<file path="config.mk">
export PLATFORM = sky130hd
export DESIGN_NAME = sysIrqCtl
export DESIGN_NICKNAME = d
export VERILOG_FILES = /design/src/rtl/sysIrqCtlPkg.sv /design/src/rtl/sysIrqCtlBus.sv /design/src/rtl/sysIrqCtlPath.sv /design/src/rtl/sysIrqCtl.sv
export SDC_FILE = /design/constraint.sdc
export NUM_CORES = 1
export LEC_CHECK = 0
export BUFFER_PORTS_ARGS = -buffer_cell sky130_fd_sc_hd__buf_2
export CORE_ASPECT_RATIO = 1.25
export CORE_UTILIZATION = 48
export CTS_CLUSTER_DIAMETER = 30
export CTS_CLUSTER_SIZE = 14
export DETAILED_ROUTE_END_ITERATION = 12
export PLACE_DENSITY = 0.65
export SLEW_MARGIN = 20
export SYNTH_ARGS = -nofsm -noshare
export SYNTH_HDL_FRONTEND = slang
export SYNTH_SLANG_ARGS = --single-unit
export TNS_END_PERCENT = 10
</file>
<file path="constraint.sdc">
create_clock -name clk -period 6.17 [get_ports clk]
set_input_delay 0.3085 -clock clk [delete_from_list [all_inputs] [get_ports clk]]
set_output_delay 0.3085 -clock clk [all_outputs]
set_load 0.005 [all_outputs]
</file>
<file path="src/rtl/sysIrqCtlPkg.sv">
package sysIrqCtlPkg;
  localparam int EXC_W = 9;
  localparam int EXT_BASE = 16;
  localparam logic [11:0] OFS_STATUS = 12'hD04;
  localparam logic [11:0] OFS_RESETCTL = 12'hD0C;
  localparam logic [15:0] WR_KEY = 16'h05FA;

  typedef struct packed {
    logic take;
    logic retire;
    logic readStatus;
  } ctlStrobes_t;
endpackage

</file>
<file path="src/rtl/sysIrqCtlBus.sv">
module sysIrqCtlBus
  import sysIrqCtlPkg::*;
(
  input  logic        clk,
  input  logic        rst,
  input  logic [11:0] busAddr,
  input  logic        busWrEn,
  input  logic        busRdEn,
  input  logic [31:0] busWrData,
  input  logic        ackStrobe,
  input  logic        doneStrobe,
  output ctlStrobes_t strobes,
  output logic        resetReq,
  output logic        unsupFlag
);
  logic keyedWrite;
  logic wantsUnsup;

  always_comb begin
    keyedWrite = busWrEn && (busAddr == OFS_RESETCTL) && (busWrData[31:16] == WR_KEY);
    wantsUnsup = (|busWrData[1:0]) || (|busWrData[10:8]);
    strobes.retire = doneStrobe;
    strobes.take = ackStrobe && !doneStrobe;
    strobes.readStatus = busRdEn && (busAddr == OFS_STATUS);
  end

  always_ff @(posedge clk) begin
    if (rst) begin
      resetReq <= 1'b0;
      unsupFlag <= 1'b0;
    end else begin
      resetReq <= keyedWrite && busWrData[2];
      if (keyedWrite && wantsUnsup) unsupFlag <= 1'b1;
    end
  end


  unsup_sticky_chk: assert property (@(posedge clk) disable iff (rst)
    unsupFlag |=> unsupFlag);


  key_gate_chk: assert property (@(posedge clk) disable iff (rst)
    $rose(unsupFlag) |-> $past(busWrData[31:16] == WR_KEY && busWrEn));


  reset_pulse_src_chk: assert property (@(posedge clk) disable iff (rst)
    $rose(resetReq) |-> $past(busWrEn && busAddr == OFS_RESETCTL));
endmodule

</file>
<file path="src/rtl/sysIrqCtlPath.sv">
module sysIrqCtlPath
  import sysIrqCtlPkg::*;
#(
  parameter int NUM_LINES = 64,
  parameter int STACK_DEPTH = 4
) (
  input  logic                 clk,
  input  logic                 rst,
  input  logic [NUM_LINES-1:0] irqPulse,
  input  ctlStrobes_t          strobes,
  output logic [31:0]          rdData
);
  localparam int LINE_W = (NUM_LINES > 1) ? $clog2(NUM_LINES) : 1;
  localparam int DW = $clog2(STACK_DEPTH + 1);

  logic [NUM_LINES-1:0] pendingQ, activeQ, eligible, pendNext, actNext, otherAct;
  logic [EXC_W-1:0]     curExc, curOff, popExc, pendExc;
  logic [EXC_W-1:0]     stackQ [STACK_DEPTH];
  logic [DW-1:0]        depthQ;
  logic [LINE_W-1:0]    pickIdx, curLine;
  logic                 pickValid, roomy, doTake, doRetire, retBase;
  logic [31:0]          statusWord;

  always_comb begin
    eligible = pendingQ & ~activeQ;
    pickValid = 1'b0;
    pickIdx = '0;
    for (int i = NUM_LINES - 1; i >= 0; i--) begin
      if (eligible[i]) begin
        pickValid = 1'b1;
        pickIdx = LINE_W'(i);
      end
    end
    curOff = curExc - EXC_W'(EXT_BASE);
    curLine = curOff[LINE_W-1:0];
    roomy = depthQ < DW'(STACK_DEPTH);
    doTake = strobes.take && pickValid && roomy;
    doRetire = strobes.retire && (depthQ != '0);
    popExc = '0;
    for (int s = 0; s < STACK_DEPTH; s++) begin
      if (depthQ == DW'(s + 1)) popExc = stackQ[s];
    end
    pendNext = pendingQ;
    actNext = activeQ;
    if (doTake) begin
      pendNext[pickIdx] = 1'b0;
      actNext[pickIdx] = 1'b1;
    end
    if (doRetire) actNext[curLine] = 1'b0;
    pendNext = pendNext | irqPulse;
    otherAct = activeQ;
    if (curExc != '0) otherAct[curLine] = 1'b0;
    retBase = ~|otherAct;
    pendExc = pickValid ? (EXC_W'(EXT_BASE) + EXC_W'(pickIdx)) : '0;
    statusWord = {9'b0, |pendingQ, 1'b0, pendExc, retBase, 2'b0, curExc};
  end

  always_ff @(posedge clk) begin
    if (rst) begin
      pendingQ <= '0;
      activeQ <= '0;
      curExc <= '0;
      depthQ <= '0;
      rdData <= '0;
      for (int s = 0; s < STACK_DEPTH; s++) stackQ[s] <= '0;
    end else begin
      pendingQ <= pendNext;
      activeQ <= actNext;
      rdData <= strobes.readStatus ? statusWord : 32'b0;
      if (doRetire) begin
        curExc <= popExc;
        depthQ <= depthQ - 1'b1;
      end else if (doTake) begin
        for (int s = 0; s < STACK_DEPTH; s++) begin
          if (depthQ == DW'(s)) stackQ[s] <= curExc;
        end
        curExc <= EXC_W'(EXT_BASE) + EXC_W'(pickIdx);
        depthQ <= depthQ + 1'b1;
      end
    end
  end


  take_push_chk: assert property (@(posedge clk) disable iff (rst)
    doTake |=> (curExc != '0) && (depthQ == $past(depthQ) + 1'b1));


  retire_pop_chk: assert property (@(posedge clk) disable iff (rst)
    doRetire |=> (depthQ == $past(depthQ) - 1'b1) && !activeQ[$past(curLine)]);


  active_count_chk: assert property (@(posedge clk) disable iff (rst)
    $countones(activeQ) == int'(depthQ));


  idle_current_chk: assert property (@(posedge clk) disable iff (rst)
    (depthQ == '0) |-> (curExc == '0));
endmodule

</file>
<file path="src/rtl/sysIrqCtl.sv">
module sysIrqCtl
  import sysIrqCtlPkg::*;
#(
  parameter int NUM_LINES = 64,
  parameter int STACK_DEPTH = 4
) (
  input  logic                 clk,
  input  logic                 rst,
  input  logic [NUM_LINES-1:0] irqPulse,
  input  logic                 ackStrobe,
  input  logic                 doneStrobe,
  input  logic [11:0]          busAddr,
  input  logic                 busWrEn,
  input  logic                 busRdEn,
  input  logic [31:0]          busWrData,
  output logic [31:0]          busRdData,
  output logic                 resetReq,
  output logic                 unsupFlag
);
  ctlStrobes_t strobes;

  sysIrqCtlBus ctl (
    .clk(clk), .rst(rst), .busAddr(busAddr), .busWrEn(busWrEn),
    .busRdEn(busRdEn), .busWrData(busWrData), .ackStrobe(ackStrobe),
    .doneStrobe(doneStrobe), .strobes(strobes), .resetReq(resetReq),
    .unsupFlag(unsupFlag)
  );

  sysIrqCtlPath #(.NUM_LINES(NUM_LINES), .STACK_DEPTH(STACK_DEPTH)) path (
    .clk(clk), .rst(rst), .irqPulse(irqPulse), .strobes(strobes),
    .rdData(busRdData)
  );
endmodule

</file>
==> flow_summary.yaml <==
outcome:
  outcome: "complete, no violations"
drt:
  routed_via_density: 6.425
  vias: 10865
  drtIter0Drc: 1269
  drt-wirelength-per-cell_um: 23.94
  first_pass_iters: 7
  drc: 0
  drtAntennaViolNets: 0
  drt_wl_total_um: 40480
timing:
  maxSlewHeadroom_pct: 20.54
  worstMarginPinSlew_ns: 1.187
  fin_crit_sh_pct: 66.49
  finalWorstSetupSlack_ns: 2.067
  hold_viol_final: 0
  clock.fmax_mhz: 243.7
  rsz0062_at_grt: "false"
  finalSetupViolCount: 0
  tns_ns: 0
  min_period_ns: 4.103
  slew_viol_final: 0
  finClkSkew_ns: 0.01235
  holdWs_ns: 0.06593
floorplan:
  fp-row-count: 61
  fp.dieH_um: 171.6
  fp.coreArea_mm2: 0.02244
  die-area_mm2: 0.02362
  pin_count: 148
  die_x_um: 137.7
  start_util_pct: 49.21
worst_setup_path:
  cp-end-kind: "flop"
  cp-start-kind: "flop"
  arrival_ns: 4.39
  criticalPathCategory: "reg2reg"
  crit_family: "simple AND/OR/NAND/NOR gates"
  cp.depth: 10
  crit_buf_inv: 1
  r2r_cells: 10
  slowest_delay_ns: 0.60
  path_max_fanout: 17
  path_cells: "or2b_1, nand4_4, nor4_4, a21boi_0, ha_1, inv_1, nor3_1, o211ai_1, nor2_1, a211oi_1"
  slowest_stage: "nor4_4"
  required_ns: 6.45
clocking:
  cts_root_buf: "clkbuf_16"
  clock_path_buffers: 2
  worstSkewPairLatency_ns: 0.45
  holdBufCountCts: 0
  cts_resized: 0
  clock-sinks: 196
  htree_levels: 4
  cts_setup_buffers: 0
  numCtsBuffers: 17
  clkTransAtPathRegs_ns: 0.08
  cts_tree: "done"
synth:
  ys_types: 96
  synth_area_leaders: "dfxtp_1 (29%), edfxtp_1 (9.8%), nor2_1 (6.3%)"
  avgSynthCellArea_um2: 8.448
  synth_ff_type: "dfxtp_1"
  ys_seq_elements: 196
  syn_inst: 1307
  netlist.area_leader.share_pct: 29.01
  yosysSeqAreaShare_pct: 38.80
  synth_enable_flop_cells: 36
  netlist_area_mm2: 0.01104
  post-synth-top-area-cell: "dfxtp_1"
  yosys_warnings: 0
  synthArstFlopShare_pct: 0
cells_and_area:
  multi_input_area_mm2: 0.006087
  seqCellArea_mm2: 0.004284
  layout_common_cells: "nor2_1 (183), dfxtp_1 (160), buf_2 (122)"
  layout-drive-gt1-share_pct: 17.90
  area_delta_synth_final_pct: 12.05
  final_common_cell: "nor2_1"
  n_antenna_cell: 0
  final_nets: 1519
  fill_cells: 2198
  fin_cells: 1691
  design_area_mm2: 0.01237
grt:
  grt_use_total_pct: 35.15
  overflow: 0
  grt_pass1_vias: 10146
  grt_max_degree: 59
  antenna_found_initial: 0
  grt_first_pass_wirelength_um: 60420
placed_design:
  place_area_mm2: 0.01179
  place.gp.congestion: 1.033
  dpl_worst_slack_ns: 2.169
  hpwl_um: 29920
  io_buffers: 123
  place_inst: 1659
hold_path:
  min_path_type: "in2reg"
  whs_path_depth: 3
flow_run:
  drv_cap: 0
pwr:
  power.density_mw_per_mm2: 288.4
  p_leak_uw: 0.004569
  vdd_drop_max_mv: 0.2241
==> synth_stat cells, types with 31 or more instances <==
cell type	number
nand2_1	42
edfxtp_1	36
nor2b_1	31
nand2b_1	32
dfxtp_1	160
and3_1	33
nor2_1	184
inv_1	81
a211oi_1	39
a21oi_1	100
clkbuf_1	54
nand4_1	35
o21ai_0	107
==> worst reg2reg max path, stage by stage (launching register included) <==
cell and delay (ns):
dfxtp_1 0.43, or2b_1 0.24, nand4_4 0.47, nor4_4 0.60, a21boi_0 0.59, ha_1 0.28, inv_1 0.07, nor3_1 0.54
o211ai_1 0.44, nor2_1 0.20, a211oi_1 0.09
==> cell families after synthesis <==
logic type      after synthesis  share of synthesized area (%)
xor+xnor                      1                        0.07933
other cells                   1                        0.03396
buf+inv                     167                          6.584
simple gates                520                          26.82
compound gates              412                          26.55
fa+ha+maj                    10                          1.133
flops                       196                          38.80
==> registers in the layout, indices dropped and copies added (netlist names) <==
name and count:
path.pendingQ 64, ctl.unsupFlag 1, path.depthQ 3, ctl.resetReq 1
path.rdData 18, path.curExc 9, path.activeQ 64, path.stackQ 36
==> power breakdown <==
| part | switching, uW | internal (uW) |
|---|---|---|
| clock network | 563 | 561 |
| registers | 139 | 1380 |
| logic | 648 | 273 |
| total | 1350 | 2220 |
==> layout make-up <==
cell class,count,share of cell area [%]
Multi-Input combinational cell,957,49.20
Timing Repair Buffer,142,6.149
Clock buffer,18,3.641
Clock inverter,14,1.062
Tap cell,283,2.862
Inverter,81,2.458
Sequential cell,196,34.63
==> worst paths after layout <==
| kind | from | to | slack, ns |
|---|---|---|---|
| setup / recovery | path.activeQ[0] | path.pendingQ[58] | 2.07 |
| hold / removal | busWrData[2] | ctl.resetReq | 0.07 |
| setup reg to reg | path.activeQ[0] | path.pendingQ[58] | 2.07 |
| hold reg to reg | ctl.unsupFlag | ctl.unsupFlag | 0.48 |
==> metal layers <==
layer	GRT usage (%)	routed length (um)	vias to the layer above
met5	0	0	-
met4	20.97	2637	0
met3	5.629	3224	160
met2	56.76	19120	618
met1	43.75	15490	5115
li1	-	-	4972
==> metrics by stage <==
step	power (uW)	util (%)
after floorplan	2094	-
after global placement	2420	52.53
after detailed placement	2434	52.54
after CTS	3535	55.14
after global routing	3703	55.14
final	3567	55.14
Note: power is estimated with default switching activity, not from simulation.
